`src/rtl/patgen_pkg.sv`:
```
package patgen_pkg;

    typedef logic [15:0] word_t;

    localparam logic [7:0] HDR_TAG = 8'hA5;
    localparam logic [7:0] TRL_TAG = 8'h5A;

    typedef enum logic [1:0] {G_IDLE, G_HDR, G_DATA, G_TRL} gen_state_e;
    typedef enum logic [1:0] {C_WAIT, C_DATA, C_TRL} chk_state_e;

    typedef struct packed {
        logic frame;
        logic value;
        logic endian;
    } err_inc_t;

    function automatic word_t swap_bytes(word_t w);
        return {w[7:0], w[15:8]};
    endfunction

endpackage

```
`src/rtl/pat_gen.sv`:
```
module pat_gen
    import patgen_pkg::*;
#(
    parameter int N_CH  = 12,
    parameter int N_POS = 8
) (
    input  logic        clk,
    input  logic        rst,
    input  logic        start,
    input  logic        cont,
    input  logic [7:0]  src_id,
    output logic        out_valid,
    input  logic        out_ready,
    output word_t       out_data
);
    localparam int CH_W  = (N_CH  > 1) ? $clog2(N_CH)  : 1;
    localparam int POS_W = (N_POS > 1) ? $clog2(N_POS) : 1;

    gen_state_e       state;
    logic [CH_W-1:0]  ch;
    logic [POS_W-1:0] pos;
    logic [7:0]       seq;
    logic             fire, last_ch, last_pos;

    assign out_valid = (state != G_IDLE);
    assign fire      = out_valid && out_ready;
    assign last_ch   = (ch  == CH_W'(N_CH - 1));
    assign last_pos  = (pos == POS_W'(N_POS - 1));

    always_comb begin
        case (state)
            G_HDR:   out_data = {HDR_TAG, src_id};
            G_DATA:  out_data = {8'(ch), 8'(pos)};
            G_TRL:   out_data = {TRL_TAG, seq};
            default: out_data = '0;
        endcase
    end

    always_ff @(posedge clk) begin
        if (rst) begin
            state <= G_IDLE;
            ch    <= '0;
            pos   <= '0;
            seq   <= '0;
        end else if (start) begin
            state <= G_HDR;
            ch    <= '0;
            pos   <= '0;
            seq   <= '0;
        end else if (fire) begin
            case (state)
                G_HDR: state <= G_DATA;
                G_DATA: begin
                    if (last_pos) begin
                        pos <= '0;
                        if (last_ch) begin
                            ch    <= '0;
                            state <= G_TRL;
                        end else begin
                            ch <= ch + 1'b1;
                        end
                    end else begin
                        pos <= pos + 1'b1;
                    end
                end
                G_TRL: begin
                    seq   <= seq + 8'd1;
                    state <= cont ? G_HDR : G_IDLE;
                end
                default: state <= G_IDLE;
            endcase
        end
    end

    // a stalled word is held unchanged
    assert_hold_stall_R5: assert property (@(posedge clk) disable iff (rst)
        (out_valid && !out_ready && !start) |=> (out_valid && $stable(out_data)));

    // single mode stops after its trailer
    assert_single_stop_R3: assert property (@(posedge clk) disable iff (rst)
        (state == G_TRL && fire && !cont && !start) |=> !out_valid);

    // data word fields stay inside channel and position range
    assert_word_fields_R1: assert property (@(posedge clk) disable iff (rst)
        (state == G_DATA) |-> (out_data[15:8] < 8'(N_CH) && out_data[7:0] < 8'(N_POS)));

endmodule

```
`src/rtl/sat_counter.sv`:
```
module sat_counter #(
    parameter int W = 16
) (
    input  logic         clk,
    input  logic         rst,
    input  logic         clr,
    input  logic         inc,
    output logic [W-1:0] cnt
);
    always_ff @(posedge clk) begin
        if (rst || clr)
            cnt <= '0;
        else if (inc && cnt != '1)
            cnt <= cnt + 1'b1;
    end

    assert_saturate_R11: assert property (@(posedge clk) disable iff (rst)
        (cnt == '1 && !clr) |=> (cnt == '1));

    assert_monotonic_R11: assert property (@(posedge clk) disable iff (rst)
        !clr |=> (cnt >= $past(cnt)));

    assert_clear_R12: assert property (@(posedge clk) disable iff (rst)
        clr |=> (cnt == '0));

endmodule

```
`src/rtl/pat_chk.sv`:
```
module pat_chk
    import patgen_pkg::*;
#(
    parameter int N_CH  = 12,
    parameter int N_POS = 8,
    parameter int CNT_W = 16
) (
    input  logic             clk,
    input  logic             rst,
    input  logic             restart,
    input  logic             clr,
    input  logic [7:0]       src_id,
    input  logic             in_valid,
    input  word_t            in_data,
    output logic [CNT_W-1:0] err_frame,
    output logic [CNT_W-1:0] err_value,
    output logic [CNT_W-1:0] err_endian
);
    localparam int CH_W  = (N_CH  > 1) ? $clog2(N_CH)  : 1;
    localparam int POS_W = (N_POS > 1) ? $clog2(N_POS) : 1;
    localparam int N_CNT = 3;

    chk_state_e       state, state_n;
    logic [CH_W-1:0]  ch, ch_n;
    logic [POS_W-1:0] pos, pos_n;
    logic [7:0]       next_seq, next_seq_n, cur_seq, cur_seq_n;
    err_inc_t         inc;
    word_t            exp_word;
    logic             last_ch, last_pos;

    assign exp_word = {8'(ch), 8'(pos)};
    assign last_ch  = (ch  == CH_W'(N_CH - 1));
    assign last_pos = (pos == POS_W'(N_POS - 1));

    always_comb begin
        state_n    = state;
        ch_n       = ch;
        pos_n      = pos;
        next_seq_n = next_seq;
        cur_seq_n  = cur_seq;
        inc        = '0;
        if (in_valid) begin
            case (state)
                C_WAIT: begin
                    if (in_data[15:8] == HDR_TAG) begin
                        if (in_data[7:0] == src_id) begin
                            state_n    = C_DATA;
                            ch_n       = '0;
                            pos_n      = '0;
                            cur_seq_n  = next_seq;
                            next_seq_n = next_seq + 8'd1;
                        end else begin
                            inc.value = 1'b1;
                        end
                    end
                end
                C_DATA: begin
                    if (in_data == exp_word) begin
                        if (last_pos) begin
                            pos_n = '0;
                            if (last_ch) state_n = C_TRL;
                            else         ch_n = ch + 1'b1;
                        end else begin
                            pos_n = pos + 1'b1;
                        end
                    end else begin
                        state_n = C_WAIT;
                        if (in_data[15:8] == TRL_TAG)             inc.frame  = 1'b1;
                        else if (swap_bytes(in_data) == exp_word) inc.endian = 1'b1;
                        else                                      inc.value  = 1'b1;
                    end
                end
                C_TRL: begin
                    state_n = C_WAIT;
                    if (in_data[15:8] != TRL_TAG)     inc.frame = 1'b1;
                    else if (in_data[7:0] != cur_seq) inc.value = 1'b1;
                end
                default: state_n = C_WAIT;
            endcase
        end
    end

    always_ff @(posedge clk) begin
        if (rst || restart) begin
            state    <= C_WAIT;
            ch       <= '0;
            pos      <= '0;
            next_seq <= '0;
            cur_seq  <= '0;
        end else begin
            state    <= state_n;
            ch       <= ch_n;
            pos      <= pos_n;
            next_seq <= next_seq_n;
            cur_seq  <= cur_seq_n;
        end
    end

    logic [N_CNT-1:0] inc_vec;
    logic [CNT_W-1:0] cnt [N_CNT];

    assign inc_vec = {inc.frame, inc.value, inc.endian};

    for (genvar g = 0; g < N_CNT; g++) begin : g_cnt
        sat_counter #(.W(CNT_W)) u_cnt (
            .clk (clk),
            .rst (rst),
            .clr (clr),
            .inc (inc_vec[g]),
            .cnt (cnt[g])
        );
    end

    assign err_frame  = cnt[2];
    assign err_value  = cnt[1];
    assign err_endian = cnt[0];

    // one word never raises more than one error class
    assert_one_class_R9: assert property (@(posedge clk) disable iff (rst)
        $onehot0(inc_vec));

endmodule

```
`src/rtl/chan_pattern_unit.sv`:
```
module chan_pattern_unit
    import patgen_pkg::*;
#(
    parameter int N_CH  = 12,
    parameter int N_POS = 8,
    parameter int CNT_W = 16
) (
    input  logic             clk,
    input  logic             rst,
    input  logic             run_start,
    input  logic             run_cont,
    input  logic [7:0]       src_id,
    output logic             gen_valid,
    input  logic             gen_ready,
    output logic [15:0]      gen_data,
    input  logic             chk_valid,
    input  logic [15:0]      chk_data,
    input  logic             chk_clear,
    output logic [CNT_W-1:0] err_frame,
    output logic [CNT_W-1:0] err_value,
    output logic [CNT_W-1:0] err_endian
);
    pat_gen #(.N_CH(N_CH), .N_POS(N_POS)) u_gen (
        .clk       (clk),
        .rst       (rst),
        .start     (run_start),
        .cont      (run_cont),
        .src_id    (src_id),
        .out_valid (gen_valid),
        .out_ready (gen_ready),
        .out_data  (gen_data)
    );

    pat_chk #(.N_CH(N_CH), .N_POS(N_POS), .CNT_W(CNT_W)) u_chk (
        .clk        (clk),
        .rst        (rst),
        .restart    (run_start),
        .clr        (chk_clear || run_start),
        .src_id     (src_id),
        .in_valid   (chk_valid),
        .in_data    (chk_data),
        .err_frame  (err_frame),
        .err_value  (err_value),
        .err_endian (err_endian)
    );
endmodule

```
`config.mk`:
```
export PLATFORM = sky130hd
export DESIGN_NAME = chan_pattern_unit
export DESIGN_NICKNAME = d
export VERILOG_FILES = /design/src/rtl/patgen_pkg.sv /design/src/rtl/pat_gen.sv /design/src/rtl/sat_counter.sv /design/src/rtl/pat_chk.sv /design/src/rtl/chan_pattern_unit.sv
export SDC_FILE = /design/constraint.sdc
export NUM_CORES = 1
export LEC_CHECK = 0
export BUFFER_PORTS_ARGS = -buffer_cell sky130_fd_sc_hd__clkbuf_2
export CORE_MARGIN = 2
export CORE_UTILIZATION = 60
export DETAILED_ROUTE_END_ITERATION = 7
export GPL_TIMING_DRIVEN = 0
export HOLD_SLACK_MARGIN = 0.1
export PLACE_DENSITY_LB_ADDON = 0.05
export SYNTH_ARGS = -nofsm -noshare
export SYNTH_HDL_FRONTEND = slang
export SYNTH_HIERARCHICAL = 1
export SYNTH_SLANG_ARGS = --single-unit
```
`constraint.sdc`:
```
create_clock -name clk -period 7.7 [get_ports clk]
set_input_delay 0.385 -clock clk [delete_from_list [all_inputs] [get_ports clk]]
set_output_delay 0.385 -clock clk [all_outputs]
set_load 0.01 [all_outputs]
```
* After elaboration in Yosys (flattened, before gate mapping)
Index checks and enable logic that the tools add are counted.
** Storage, ports and cells
- Flip-flop bits (word level) :: 90
- Input port bits :: 31
- Output and inout bits :: 65
- Logic and storage cells :: 113
** Operators by class
- Add/sub/neg operators :: 9
- Equal/unequal tests :: 30
- Muxes and demuxes :: 40
- Reduce and logical (&&, ||, !) cells :: 21
** Operator list (number)
- $add A16 B1 Y16 const B :: 3
- $ne A16 B16 Y1 const B :: 3
- $pmux W16 S3 :: 1
- $eq A16 B12 Y1 :: 2
- $mux W4 :: 6
- $mux W3 :: 7
- $add A8 B1 Y8 const B :: 2
- $mux W2 :: 8
- $mux W1 :: 12
- $ne A2 B1 Y1 const B :: 6
- $ne A3 B2 Y1 const B :: 4
- $reduce_and A5 Y1 :: 2
- $reduce_and A3 Y1 :: 3
- $add A4 B1 Y4 const B :: 2
- $eq A4 B4 Y1 const B :: 2
- $eq A8 B7 Y1 const B :: 1
- $eq A8 B8 Y1 :: 1
- $eq A8 B8 Y1 const B :: 1
- $ne A8 B7 Y1 const B :: 1
- $ne A8 B8 Y1 :: 1
- $pmux W4 S2 :: 1
- $reduce_and A7 Y1 :: 1
- $add A3 B1 Y3 const B :: 2
- $eq A2 B2 Y1 const B :: 3
- other kinds (15) :: 25

* Logic depth before layout (Yosys ltp)
- Depth after elaboration :: 7
- Gate-level depth with buffers :: 12
- Mapped depth without buffers :: 10

* By module
The synthesis kept the hierarchy.
** By module, submodules not included
- sat_counter :: instances 3, cells each 95, area each 847.1 sq um, seq. area each 320.3 sq um
- pat_chk :: instances 1, cells each 192, area each 1661.6 sq um, seq. area each 500.5 sq um
- pat_gen :: instances 1, cells each 132, area each 1088.5 sq um, seq. area each 340.3 sq um
- chan_pattern_unit :: instances 1, cells each 1, area each 6.3 sq um, seq. area each 0.0 sq um

* Worst setup path after synthesis
Ideal clock, no wire load.
- Kind :: reg2reg
- Start point :: reg u_chk.ch[3]
- End point :: reg u_chk.g_cnt[1].u_cnt.cnt[14]
- Library setup time :: 70 ps
- Arrival time :: 2555 ps
- Data required time :: 7630 ps
- Path slack :: 5075 ps
- Stages on the path, launching flop included :: 13
- Buffers on the path :: 2
- Period minus slack after synthesis :: 2625 ps
- Path through :: dfxtp_1 clkbuf_1 xor2_1 nor4_1 and3_1 clkbuf_1 nor3_1 nand2b_1 a21oi_1 nand4_1 a41o_1 or3_1 a21oi_1
** RTL lines
- start, declared :: RTL line pat_chk.sv:24 : logic [CH_W-1:0] ch, ch_n;
- start signal, assigned :: RTL line pat_chk.sv:92 : ch <= ch_n;
- end signal, assigned :: RTL line sat_counter.sv:14 : cnt <= cnt + 1'b1;
- end, declared :: RTL line sat_counter.sv:8 : output logic [W-1:0] cnt

==> results.tsv <==
metric	value	unit
fin_worst_skew	0.01352	ns
yosysWarnings	6	
setup.worst_path.class	register to register	
grt_use_total	0.2580	
cts_tree	done	
r2r_cells	12	
holdPathEnd	u_gen/state[0]	
crit_family	compound AO/OA/AOI/OAI gates	
routabilityCongestion	0.8722	
finalCriticalPeriod	3.359	ns
routed_wl	12.46	mm
cts_inserted_buffers	9	
drive_above_1_share	0.2108	
status	finished, final reports clean	
syn-num-nets	663	
ys_async_sr_fraction	0	
first_global_vias	4739	
tightest_slew	0.7267	ns
wl_per_cell	15.03	um
seq_area_frac_synth	0.3401	
vdd_ir_drop_max	0.09289	mV
synth_seq_cells	90	
cp_max_fo	9	
worstHoldStart	rst	
path_clk_slew	0.09	ns
portBuffers	95	
die_h	97.97	um
synth_area_leader_cell	dfxtp_1	
syn_area_per_cell	8.685	um2
max_cap_violations	0	
first_iter_violations	244	
regToRegEndpoint	u_chk/g_cnt[1].u_cnt/cnt[10]	
placed_cell_area	5908	um2
fin_cells	829	
max_freq	297.7	MHz
dieWidth	97.97	um
synth_cells	610	
hold_violations	0	
relSlewSlack	0.5137	
cp_data_arrival_time	3.61	ns
antenna_found_initial	0	
start_util	0.6134	
pwr_density_cell	139.7	nW/um2
rrSetupSlack	4.34	ns
path_buf_inv	2	
cpMostUsedCell	clkbuf_1	
grt_pass1_wl	21.31	mm
areaGrowthSynthToFinish	15.35	%
rows	34	
worst_path_max_delay_cell	a21oi_1	
reg2reg_from	u_chk/ch[3]	
ant_nets	0	
die_area	9597	um2
grt_overflow	0	
drv_slew	0	
clkLatencyLatePin	0.35	ns
post-synth-top-count-cell	dfxtp_1	
coreArea	8636	um2
finalSetupViolCount	0	
hold_buffers	0	
hold_class	primary input to register	
netlist.area_leader.share	0.3401	
critPathLaunch	u_chk/ch[3]	
ys_top_cells_by_area	dfxtp_1 34%, xor2_1 5.3%, ha_1 5.2%	
ctsRootBufferMaster	clkbuf_8	
drc	0	
ys_types	63	
firstDrtPassIters	6	
cts_max_path_buffers	2	
dpl.hpwl	9.331	mm
cp_cell_sequence	clkbuf_1 -> xor2_1 -> nor4_1 -> and3_1 -> clkbuf_1 -> nor3_1 -> nand2b_1 -> a21oi_1 -> nand4_1 -> a211oi_1 -> a31oi_1 -> a41o_1	
design_area	6111	um2
synthFlopType	dfxtp_1	
rsz0062_at_grt	false	
cts_setup_buffers	0	
slowest_delay	0.59	ns
required	7.95	ns
start_kind	register	
htree_levels	3	
cts_resized	0	
detail_route.vias_per_cell	6.165	
num_vias	5111	
hold_depth	2	
end_kind	register	
final.setup.tns	0	ns
leakage	2.496	nW
min_period_over_period	0.4363	
synth_edf_count	0	
dp_cells	813	
antennaDiodeCount	0	
synth_common_cells	90 x dfxtp_1, 63 x nor2_1, 39 x a21oi_1	
whs	0.3794	ns
pin_count	96	
grt_max_degree	16	
clock_sinks	90	
fin_nets	769	
syn_area	5298	um2
==> how the worst max path moves through the flow <==
stage                                   end  slack (ns)  cells after the start
3_3_place_gp   u_chk/g_cnt[1].u_cnt/cnt[10]        4.50                      9
6_report       u_chk/g_cnt[1].u_cnt/cnt[10]        4.34                     12
2_1_floorplan  u_chk/g_cnt[1].u_cnt/cnt[14]        5.07                     12
3_5_place_dp   u_chk/g_cnt[1].u_cnt/cnt[10]        4.43                      9
4_1_cts        u_chk/g_cnt[1].u_cnt/cnt[10]        4.43                     12
5_1_grt        u_chk/g_cnt[1].u_cnt/cnt[10]        4.09                     12
==> cell usage in the layout (no fill, tap or decap), types with 4 or more instances in the layout <==
cell / instances
clkbuf_8: 10
clkbuf_1: 13
dfxtp_1: 90
inv_1: 14
a211oi_1: 6
and2_1: 7
o21ai_1: 6
xor2_1: 32
nor4_1: 8
nand4_2: 4
or4_1: 10
and4_1: 13
mux2i_1: 12
or2_2: 6
or3_1: 19
clkbuf_2: 99
nand4_1: 28
a22oi_1: 5
nand2_1: 38
nor2_1: 63
a21oi_1: 39
a41o_1: 13
a31oi_1: 12
ha_1: 22
and3_1: 6
o31ai_1: 9
o21ai_0: 21
nand3_1: 27
xnor2_1: 17
nor3_1: 9
==> worst register-to-register path: stages, from the launching register on <==
cell	delay, ns
dfxtp_1	0.31
clkbuf_1	0.29
xor2_1	0.19
nor4_1	0.08
and3_1	0.15
clkbuf_1	0.20
nor3_1	0.23
nand2b_1	0.09
a21oi_1	0.59
nand4_1	0.27
a211oi_1	0.49
a31oi_1	0.16
a41o_1	0.22
==> sequential cells by signal, summed over array words and instances (netlist names) <==
register               flops
u_chk/next_seq             8
u_chk/state                2
u_gen/pos                  3
u_chk/ch                   4
u_gen/ch                   4
u_chk/cur_seq              8
u_gen/seq                  8
u_chk/pos                  3
u_gen/state                2
u_chk/g_cnt.u_cnt/cnt     48
==> through the flow <==
stage / worst slack [ns] / util / power, mW
after floorplan: 5.075 / - / 0.5097
after global placement: 4.503 / 0.6842 / 0.5332
after detailed placement: 4.429 / 0.6842 / 0.5349
after CTS: 4.429 / 0.7076 / 0.8629
after global routing: 4.091 / 0.7076 / 0.8845
final: 4.341 / 0.7076 / 0.8538
==> where the power goes <==
group          switching [mW]  internal [mW]  total [mW]
clock network           0.169          0.160       0.330
logic                  0.0347         0.0230      0.0577
registers             0.00110          0.465       0.467
total                   0.205          0.649       0.854
==> final cells by class <==
cell class | instances | area [um2]
tap | 108 | 135.1
fill | 718 | 2525
clock buffer | 11 | 141.4
clock inverter | 5 | 61.31
sequential | 90 | 1802
multi-input combinational | 483 | 3341
buffer | 23 | 102.6
inverter | 14 | 52.55
timing repair buffer | 95 | 475.5
==> logic make-up after synthesis <==
| logic type | Yosys count | synth area share |
|---|---|---|
| buffers and inverters | 37 | 0.02929 |
| XOR/XNOR | 49 | 0.08101 |
| AND/OR/NAND/NOR | 269 | 0.3037 |
| adder cells (fa/ha/maj) | 22 | 0.05196 |
| multiplexers | 12 | 0.02267 |
| AO/OA/AOI/OAI | 131 | 0.1712 |
| flip-flops | 90 | 0.3401 |
==> metal layers <==
metal	GRT usage	vias up	wire length (um)
li1	-	2517	-
met2	0.4478	122	6141
met1	0.3387	2456	5669
met5	0	-	0
met3	0.02792	16	463
met4	0.07799	0	182
Power figures use the tool's default switching activity.
